### config.mk
export PLATFORM = sky130hd
export DESIGN_NAME = spi_byte_fifo
export DESIGN_NICKNAME = d
export VERILOG_FILES = /design/src/rtl/spf_pkg.sv /design/src/rtl/spf_byte_ring.sv /design/src/rtl/spf_level_flags.sv /design/src/rtl/spi_byte_fifo.sv
export SDC_FILE = /design/constraint.sdc
export NUM_CORES = 2
export LEC_CHECK = 0
export ABC_AREA = 1
export BUFFER_PORTS_ARGS = -buffer_cell sky130_fd_sc_hd__buf_2
export CORE_MARGIN = 5
export CORE_UTILIZATION = 36
export CTS_CLUSTER_SIZE = 25
export DETAILED_ROUTE_END_ITERATION = 8
export PLACE_DENSITY = 0.64
export REMOVE_ABC_BUFFERS = 1
export SLEW_MARGIN = 20
export SYNTH_ARGS = -nofsm -noshare
export SYNTH_HDL_FRONTEND = slang
export SYNTH_SLANG_ARGS = --single-unit
### constraint.sdc
create_clock -name clk -period 6.7 [get_ports clk]
set_input_delay 1.34 -clock clk [delete_from_list [all_inputs] [get_ports clk]]
set_output_delay 1.34 -clock clk [all_outputs]
set_load 0.02 [all_outputs]
### src/rtl/spf_pkg.sv
`timescale 1ns/1ps
package spf_pkg;

  // bytes occupied by one frame of (len_m1 + 1) bits
  function automatic logic [2:0] frame_bytes(input logic [4:0] len_m1);
    if (len_m1 < 5'd8)       return 3'd1;
    else if (len_m1 < 5'd16) return 3'd2;
    else                     return 3'd4;
  endfunction

  // bytes moved by one bus access of the given size code
  function automatic logic [2:0] access_bytes(input logic [1:0] sz);
    case (sz)
      2'd0:    return 3'd1;
      2'd1:    return 3'd2;
      default: return 3'd4;
    endcase
  endfunction

  // bytes in one packet: (frames_m1 + 1) * frame bytes, at most 64
  function automatic logic [6:0] packet_bytes(input logic [3:0] frames_m1,
                                              input logic [2:0] fb);
    return ({3'd0, frames_m1} + 7'd1) * {4'd0, fb};
  endfunction

  // zero every byte lane at or above n
  function automatic logic [31:0] keep_bytes(input logic [31:0] d,
                                             input logic [2:0] n);
    logic [31:0] m;
    m = '0;
    for (int i = 0; i < 4; i++)
      if (i < int'(n)) m[8*i +: 8] = 8'hFF;
    return d & m;
  endfunction

  // whole frames stored below one packet, saturated at 3
  function automatic logic [1:0] residual_frames(input logic [6:0] cnt,
                                                 input logic [6:0] pkt,
                                                 input logic [2:0] fb);
    logic [6:0] frames;
    if (cnt >= pkt) return 2'd0;
    case (fb)
      3'd1:    frames = cnt;
      3'd2:    frames = cnt >> 1;
      default: frames = cnt >> 2;
    endcase
    return (frames > 7'd3) ? 2'd3 : frames[1:0];
  endfunction

endpackage

### src/rtl/spf_byte_ring.sv
`timescale 1ns/1ps
module spf_byte_ring #(
  parameter int DEPTH = 16,
  localparam int AW = $clog2(DEPTH),
  localparam int CW = $clog2(DEPTH + 1)
) (
  input  logic          clk,
  input  logic          rst_n,
  input  logic          flush,
  input  logic [2:0]    push_n,
  input  logic [31:0]   push_data,
  input  logic [2:0]    pop_n,
  output logic [CW-1:0] count,
  output logic [CW-1:0] free,
  output logic [31:0]   peek
);

  logic [7:0]    mem [DEPTH];
  logic [AW-1:0] wr_ptr;
  logic [AW-1:0] rd_ptr;
  logic [CW-1:0] cnt_q;

  always_ff @(posedge clk or negedge rst_n) begin
    if (!rst_n) begin
      wr_ptr <= '0;
      rd_ptr <= '0;
      cnt_q  <= '0;
      for (int i = 0; i < DEPTH; i++) mem[i] <= 8'h00;
    end else if (flush) begin
      wr_ptr <= '0;
      rd_ptr <= '0;
      cnt_q  <= '0;
    end else begin
      for (int i = 0; i < 4; i++)
        if (i < int'(push_n)) mem[wr_ptr + AW'(i)] <= push_data[8*i +: 8];
      wr_ptr <= wr_ptr + AW'(push_n);
      rd_ptr <= rd_ptr + AW'(pop_n);
      cnt_q  <= cnt_q + CW'(push_n) - CW'(pop_n);
    end
  end

  assign count = cnt_q;
  assign free  = CW'(DEPTH) - cnt_q;

  // four bytes from the head, zero past the stored data
  for (genvar g = 0; g < 4; g++) begin : g_lane
    logic [AW-1:0] idx;
    assign idx = rd_ptr + AW'(g);
    assign peek[8*g +: 8] = (CW'(g) < cnt_q) ? mem[idx] : 8'h00;
  end

  a_r2_no_overflow: assert property (@(posedge clk) disable iff (!rst_n)
    !flush |-> ({2'b0, push_n} <= {3'b0, free}));

  a_r6_no_underflow: assert property (@(posedge clk) disable iff (!rst_n)
    !flush |-> ({2'b0, pop_n} <= {3'b0, cnt_q}));

  a_r9_flush_empties: assert property (@(posedge clk) disable iff (!rst_n)
    flush |=> (cnt_q == '0));

endmodule

### src/rtl/spf_level_flags.sv
`timescale 1ns/1ps
module spf_level_flags #(
  parameter int DEPTH = 16
) (
  input  logic       clk,
  input  logic       rst_n,
  input  logic [6:0] tx_cnt,
  input  logic [6:0] rx_cnt,
  input  logic [2:0] fb,
  input  logic [6:0] pkt,
  output logic       tx_space,
  output logic       rx_avail,
  output logic       rx_wne,
  output logic [1:0] rx_lvl
);
  import spf_pkg::*;

  logic [6:0] tx_free_w;

  assign tx_free_w = 7'(DEPTH) - tx_cnt;
  assign tx_space  = (tx_free_w >= pkt);
  assign rx_avail  = (rx_cnt >= pkt);
  assign rx_wne    = (rx_cnt >= 7'd4);
  assign rx_lvl    = residual_frames(rx_cnt, pkt, fb);

  // a non-zero residual means a partial packet of at least one frame
  a_r8_residual_partial: assert property (@(posedge clk) disable iff (!rst_n)
    (rx_lvl != 2'd0) |-> (!rx_avail && (rx_cnt >= {4'd0, fb})));

  // a word waiting with a packet of 4 bytes or less means a packet is ready
  a_r7_word_implies_packet: assert property (@(posedge clk) disable iff (!rst_n)
    (rx_wne && (pkt <= 7'd4)) |-> rx_avail);

endmodule

### src/rtl/spi_byte_fifo.sv
`timescale 1ns/1ps
module spi_byte_fifo #(
  parameter int DEPTH = 16
) (
  input  logic        clk,
  input  logic        rst_n,
  input  logic        enable,
  input  logic [4:0]  frame_len_m1,
  input  logic [3:0]  pkt_frames_m1,
  input  logic        tx_dma_en,
  input  logic        rx_dma_en,
  input  logic        bus_wr,
  input  logic [1:0]  bus_wsize,
  input  logic [31:0] bus_wdata,
  input  logic        bus_rd,
  input  logic [1:0]  bus_rsize,
  output logic [31:0] bus_rdata,
  output logic        tx_pkt_space,
  output logic        rx_pkt_ready,
  output logic        rx_word_ne,
  output logic [1:0]  rx_res_lvl,
  output logic        tx_dma_req,
  output logic        rx_dma_req,
  input  logic        eng_tx_pop,
  output logic        eng_tx_valid,
  output logic [31:0] eng_tx_frame,
  input  logic        eng_rx_push,
  output logic        eng_rx_ready,
  input  logic [31:0] eng_rx_frame
);
  import spf_pkg::*;

  localparam int CW = $clog2(DEPTH + 1);

  logic [2:0]    fb;
  logic [2:0]    wr_n;
  logic [2:0]    rd_n;
  logic [2:0]    rd_take;
  logic [6:0]    pkt;
  logic [CW-1:0] tx_count, tx_free, rx_count, rx_free;
  logic [6:0]    tx_cnt7, tx_free7, rx_cnt7, rx_free7;
  logic [2:0]    tx_push_n, tx_pop_n, rx_push_n, rx_pop_n;
  logic [31:0]   tx_peek, rx_peek;
  logic          wr_accept, wr_drop, eng_pop_fire, eng_push_fire;
  logic          tx_space_w, rx_avail_w;

  // configuration arithmetic
  assign fb   = frame_bytes(frame_len_m1);
  assign pkt  = packet_bytes(pkt_frames_m1, fb);
  assign wr_n = access_bytes(bus_wsize);
  assign rd_n = access_bytes(bus_rsize);

  assign tx_cnt7  = 7'(tx_count);
  assign tx_free7 = 7'(tx_free);
  assign rx_cnt7  = 7'(rx_count);
  assign rx_free7 = 7'(rx_free);

  // transmit side: bus pushes, engine pops frames
  assign wr_accept    = bus_wr && ({4'd0, wr_n} <= tx_free7);
  assign wr_drop      = bus_wr && !wr_accept;
  assign tx_push_n    = wr_accept ? wr_n : 3'd0;
  assign eng_tx_valid = (tx_cnt7 >= {4'd0, fb});
  assign eng_pop_fire = eng_tx_pop && eng_tx_valid;
  assign tx_pop_n     = eng_pop_fire ? fb : 3'd0;
  assign eng_tx_frame = keep_bytes(tx_peek, fb);

  spf_byte_ring #(.DEPTH(DEPTH)) u_tx_ring (
    .clk       (clk),
    .rst_n     (rst_n),
    .flush     (1'b0),
    .push_n    (tx_push_n),
    .push_data (bus_wdata),
    .pop_n     (tx_pop_n),
    .count     (tx_count),
    .free      (tx_free),
    .peek      (tx_peek)
  );

  // receive side: engine pushes frames, bus pops bytes
  assign eng_rx_ready  = enable && (rx_free7 >= {4'd0, fb});
  assign eng_push_fire = eng_rx_push && eng_rx_ready;
  assign rx_push_n     = eng_push_fire ? fb : 3'd0;
  assign rd_take       = (rx_cnt7 >= {4'd0, rd_n}) ? rd_n : rx_cnt7[2:0];
  assign rx_pop_n      = bus_rd ? rd_take : 3'd0;
  assign bus_rdata     = bus_rd ? keep_bytes(rx_peek, rd_take) : 32'h0;

  spf_byte_ring #(.DEPTH(DEPTH)) u_rx_ring (
    .clk       (clk),
    .rst_n     (rst_n),
    .flush     (!enable),
    .push_n    (rx_push_n),
    .push_data (keep_bytes(eng_rx_frame, fb)),
    .pop_n     (rx_pop_n),
    .count     (rx_count),
    .free      (rx_free),
    .peek      (rx_peek)
  );

  spf_level_flags #(.DEPTH(DEPTH)) u_flags (
    .clk      (clk),
    .rst_n    (rst_n),
    .tx_cnt   (tx_cnt7),
    .rx_cnt   (rx_cnt7),
    .fb       (fb),
    .pkt      (pkt),
    .tx_space (tx_space_w),
    .rx_avail (rx_avail_w),
    .rx_wne   (rx_word_ne),
    .rx_lvl   (rx_res_lvl)
  );

  assign tx_pkt_space = tx_space_w;
  assign rx_pkt_ready = rx_avail_w;
  assign tx_dma_req   = tx_dma_en && tx_space_w;
  assign rx_dma_req   = rx_dma_en && rx_avail_w;

  a_r2_drop_holds: assert property (@(posedge clk) disable iff (!rst_n)
    (wr_drop && !eng_pop_fire) |=> (tx_count == $past(tx_count)));

  a_r6_empty_read_zero: assert property (@(posedge clk) disable iff (!rst_n)
    (bus_rd && (rx_count == '0)) |-> (bus_rdata == 32'h0));

  a_r6_empty_read_keeps: assert property (@(posedge clk) disable iff (!rst_n)
    (bus_rd && (rx_count == '0) && !eng_push_fire) |=> (rx_count == '0));

  a_r9_disabled_refuses: assert property (@(posedge clk) disable iff (!rst_n)
    !enable |-> !eng_rx_ready);

  a_r3_pop_removes_frame: assert property (@(posedge clk) disable iff (!rst_n)
    (eng_pop_fire && !wr_accept) |=> (tx_cnt7 == $past(tx_cnt7) - {4'd0, $past(fb)}));

endmodule

==> results.cfg <==
[run_status]
run_status = complete, no violations

[detailed_routing]
drt_iter0_drc = 6112
routed_wire_length_per_instance_um = 23.8
drt-total-wl_um = 160000
route.detailed.drc = 0
num_vias = 40040
first_pass_iteration_count_of_the_detailed_router = 7
drt.antenna.violating_nets = 0
vias_per_cell = 5.95

[timing]
worstMarginPinSlew_ns = 1.35
worst_clock_skew_ns = 0.0766
worst_slew_margin_relative_to_its_limit = 0.0906
clock.fmax_mhz = 169
setup_repair_after_global_routing_missed_its_margin = no
finalHoldViolations = 0
finalCriticalPeriod_ns = 5.91
finalSetupViolCount = 0
final_max_slew_viol_count = 0
final.period_utilization = 0.883

[floorplan]
io_pins = 159
die-area_um2 = 94200
fp-row-count = 109
area_of_the_placeable_core_um2 = 88000
die_height_um = 307
start_util = 0.361
die_x_um = 307

[run]
max_capacitance_violation_count = 0

[grt]
grt_max_degree = 189
grt_first_pass_wirelength_um = 231000
antenna_found_initial = 2
globalRouteTotalUtil = 0.320
via_count_of_the_first_global_routing_pass = 35246
grt_remaining_overflow = 0

[synthesis]
synth.most_common_cell = sky130_fd_sc_hd__nand2_1
yosys_warnings = 0
synth.distinct_cells = 52
synthFlopType = sky130_fd_sc_hd__dfrtp_1
synth_commonest_cells = 2064 x sky130_fd_sc_hd__nand2_1, 520 x sky130_fd_sc_hd__o21ai_0, 493 x sky130_fd_sc_hd__inv_1
ys_seq_area_frac = 0.222
synth_edf_count = 0
synthArstFlopShare = 1.00
netlist_area_um2 = 31700
synth_cells = 5640
synthDominantCellAreaShare = 0.244
synth.avg_cell_area_um2 = 5.63
netlist_top_cells_area = sky130_fd_sc_hd__nand2_1 24%, sky130_fd_sc_hd__dfrtp_1 22%, sky130_fd_sc_hd__o21ai_0 8.2%
synth_seq_cells = 282
synth_top_area_cell = sky130_fd_sc_hd__nand2_1

[cells_and_area]
fillers = 9658
num-nets-final = 5704
post_route_cells_drive_above_1_share = 0.0609
area_of_all_placed_cells_without_fillers_um2 = 34400
synthToLayoutAreaGrowth_pct = 8.39

[placement]
portBuffers = 155
place_hpwl_um = 113000
placed_cell_area_um2 = 33000
routabilityCongestion = 1.05

[clocking]
buffer_levels_on_the_longest_clock_path = 3
cts_made_buffers = 40
clock_sink_count = 282
insertion_delay_ns = 0.63
cts.clk_slew.worst_paths_ns = 0.06
cts_max_level = 2
cts.repair_timing.setup_buffer_count = 0
cts_resized = 0
cts_root_buf = sky130_fd_sc_hd__clkbuf_16
cts_tree = built
post_cts_hold_buffer_count = 0

[setup_path]
timing.critical_path.cells = buf_2, inv_2, or2_2, fa_1, inv_1, ha_1, inv_1, fa_1, ha_1, o21a_1, o21ai_0, a21boi_0, o21ai_0, nand2_1, nand2_1, inv_1, buf_2
crit_path_max_fanout = 8
cp_top_family = adder cells
critPathLaunchType = input port
timing.critical_path.slowest_stage_cell = sky130_fd_sc_hd__fa_1
critical_path_arrival_ns = 4.57
end_kind = output port
cp_common_cell = sky130_fd_sc_hd__inv_1
critPathKind = input port to output port
cp_data_required_time_ns = 5.36
buffers_and_inverters_on_the_worst_path = 6
cp_max_stage_delay_ns = 0.53

[hold_path]
worstHoldPathType = flop to flop

[pwr]
power.density_cell_area_nw_per_um2 = 515
p_leak_nw = 17.3
highest_ir_drop_seen_on_vdd_uv = 483
fin_total_pwr_mw = 17.7
[registers in the layout, summed over array words and instances (netlist names)]
register / count
u_tx_ring.wr_ptr: 4
u_rx_ring.count: 5
u_tx_ring.rd_ptr: 4
u_tx_ring.mem: 128
u_rx_ring.mem: 128
u_rx_ring.wr_ptr: 4
u_rx_ring.rd_ptr: 4
u_tx_ring.count: 5
[layer usage]
layer,GRT usage,wire [µm],vias up
met4,0.252,16000,0
met2,0.480,66800,2822
met1,0.406,58700,18234
met3,0.0589,18600,681
met5,0,0,-
li1,-,-,18303
[layout by cell type, fill, tap and decap left out, drive strengths merged, types with 3 or more instances in the layout]
cell type	Yosys	layout
o211ai	186	186
nand3	485	485
nor2	450	450
nand4	12	12
o21a	10	10
nor4	8	8
o311ai	20	20
nand2	2067	2067
o21bai	7	7
o221a	3	3
a21oi	436	436
clkinv	15	22
xor2	13	13
bufinv	0	3
o22ai	8	8
a311oi	20	20
ha	67	67
o32ai	17	17
dfrtp	282	282
buf	114	210
mux2i	35	35
nor3	29	29
diode	0	3
a21boi	5	5
fa	14	14
xnor2	10	10
o2111ai	6	6
a21o	3	3
inv	513	513
clkbuf	241	57
o31ai	3	3
o21ai	527	527
a22oi	3	3
a31oi	26	26
[per-stage QoR]
step | instances | utilization | setup WS [ns] | TNS [ns] | hold WS [ns]
global route | 6728 | 0.391 | 0.517 | 0 | 0.501
finish | 6731 | 0.391 | 0.787 | 0 | 0.486
detailed placement | 6660 | 0.375 | 0.771 | 0 | 0.466
global placement | 6660 | 0.375 | 0.724 | 0 | 0.465
floorplan | 5285 | - | -2.03 | -58.09 | 0.449
CTS | 6728 | 0.391 | 0.761 | 0 | 0.482
[worst paths after layout]
path	from	to	cells after the start	slack (ns)
min in group asynchronous	rst_n	u_tx_ring.mem[52]	1	0.62
hold / removal	u_rx_ring.mem[33]	u_rx_ring.mem[33]	2	0.49
setup reg to reg	u_tx_ring.count[0]	u_tx_ring.mem[8]	17	2.05
max in group asynchronous	rst_n	u_rx_ring.mem[8]	2	4.60
setup / recovery	frame_len_m1[4]	tx_dma_req	17	0.79
hold reg to reg	u_rx_ring.mem[33]	u_rx_ring.mem[33]	2	0.49
[final cells by class]
cell class	instances	area [µm²]	area share
Tap cell	1165	1460	0.0424
Antenna cell	3	7.51	0.000218
Inverter	528	1990	0.0578
Timing Repair Buffer	210	1230	0.0356
Multi-Input combinational cell	4475	21300	0.618
Clock inverter	11	194	0.00564
Sequential cell	282	7070	0.205
Clock buffer	57	1190	0.0347
[worst register-to-register path, stage by stage, from the launching register on]
cell and delay (ns):
sky130_fd_sc_hd__dfrtp_1 0.38, sky130_fd_sc_hd__inv_1 0.26, sky130_fd_sc_hd__ha_1 0.24, sky130_fd_sc_hd__xnor2_1 0.19, sky130_fd_sc_hd__inv_1 0.10, sky130_fd_sc_hd__ha_1 0.32
sky130_fd_sc_hd__nand2_1 0.08, sky130_fd_sc_hd__o21bai_1 0.05, sky130_fd_sc_hd__o21ai_0 0.14, sky130_fd_sc_hd__nor2_1 0.08, sky130_fd_sc_hd__nand2_1 0.08, sky130_fd_sc_hd__nand2_2 0.13
sky130_fd_sc_hd__nor2_2 0.54, sky130_fd_sc_hd__nand3_1 0.62, sky130_fd_sc_hd__nor2_1 0.75, sky130_fd_sc_hd__inv_1 0.28, sky130_fd_sc_hd__nor2_1 0.16, sky130_fd_sc_hd__a21oi_1 0.05
[power by group]
group | switching (mW) | internal (mW) | leakage (nW) | total, mW
Sequential | 0.938 | 2.47 | 3.47 | 3.41
Combinational | 8.36 | 3.61 | 13.2 | 12.0
Clock | 0.961 | 1.36 | 0.679 | 2.32
[kinds of logic after synthesis]
family	Yosys count	synth area share
AOI/OAI and AO/OA	1284	0.230
buffers and inverters	883	0.109
DFF	282	0.222
xor gates and xnor gates	23	0.00658
adders and majority gates	81	0.0352
and+or+nand+nor	3052	0.386
muxes	35	0.0110
Power figures use the tool's default switching activity.
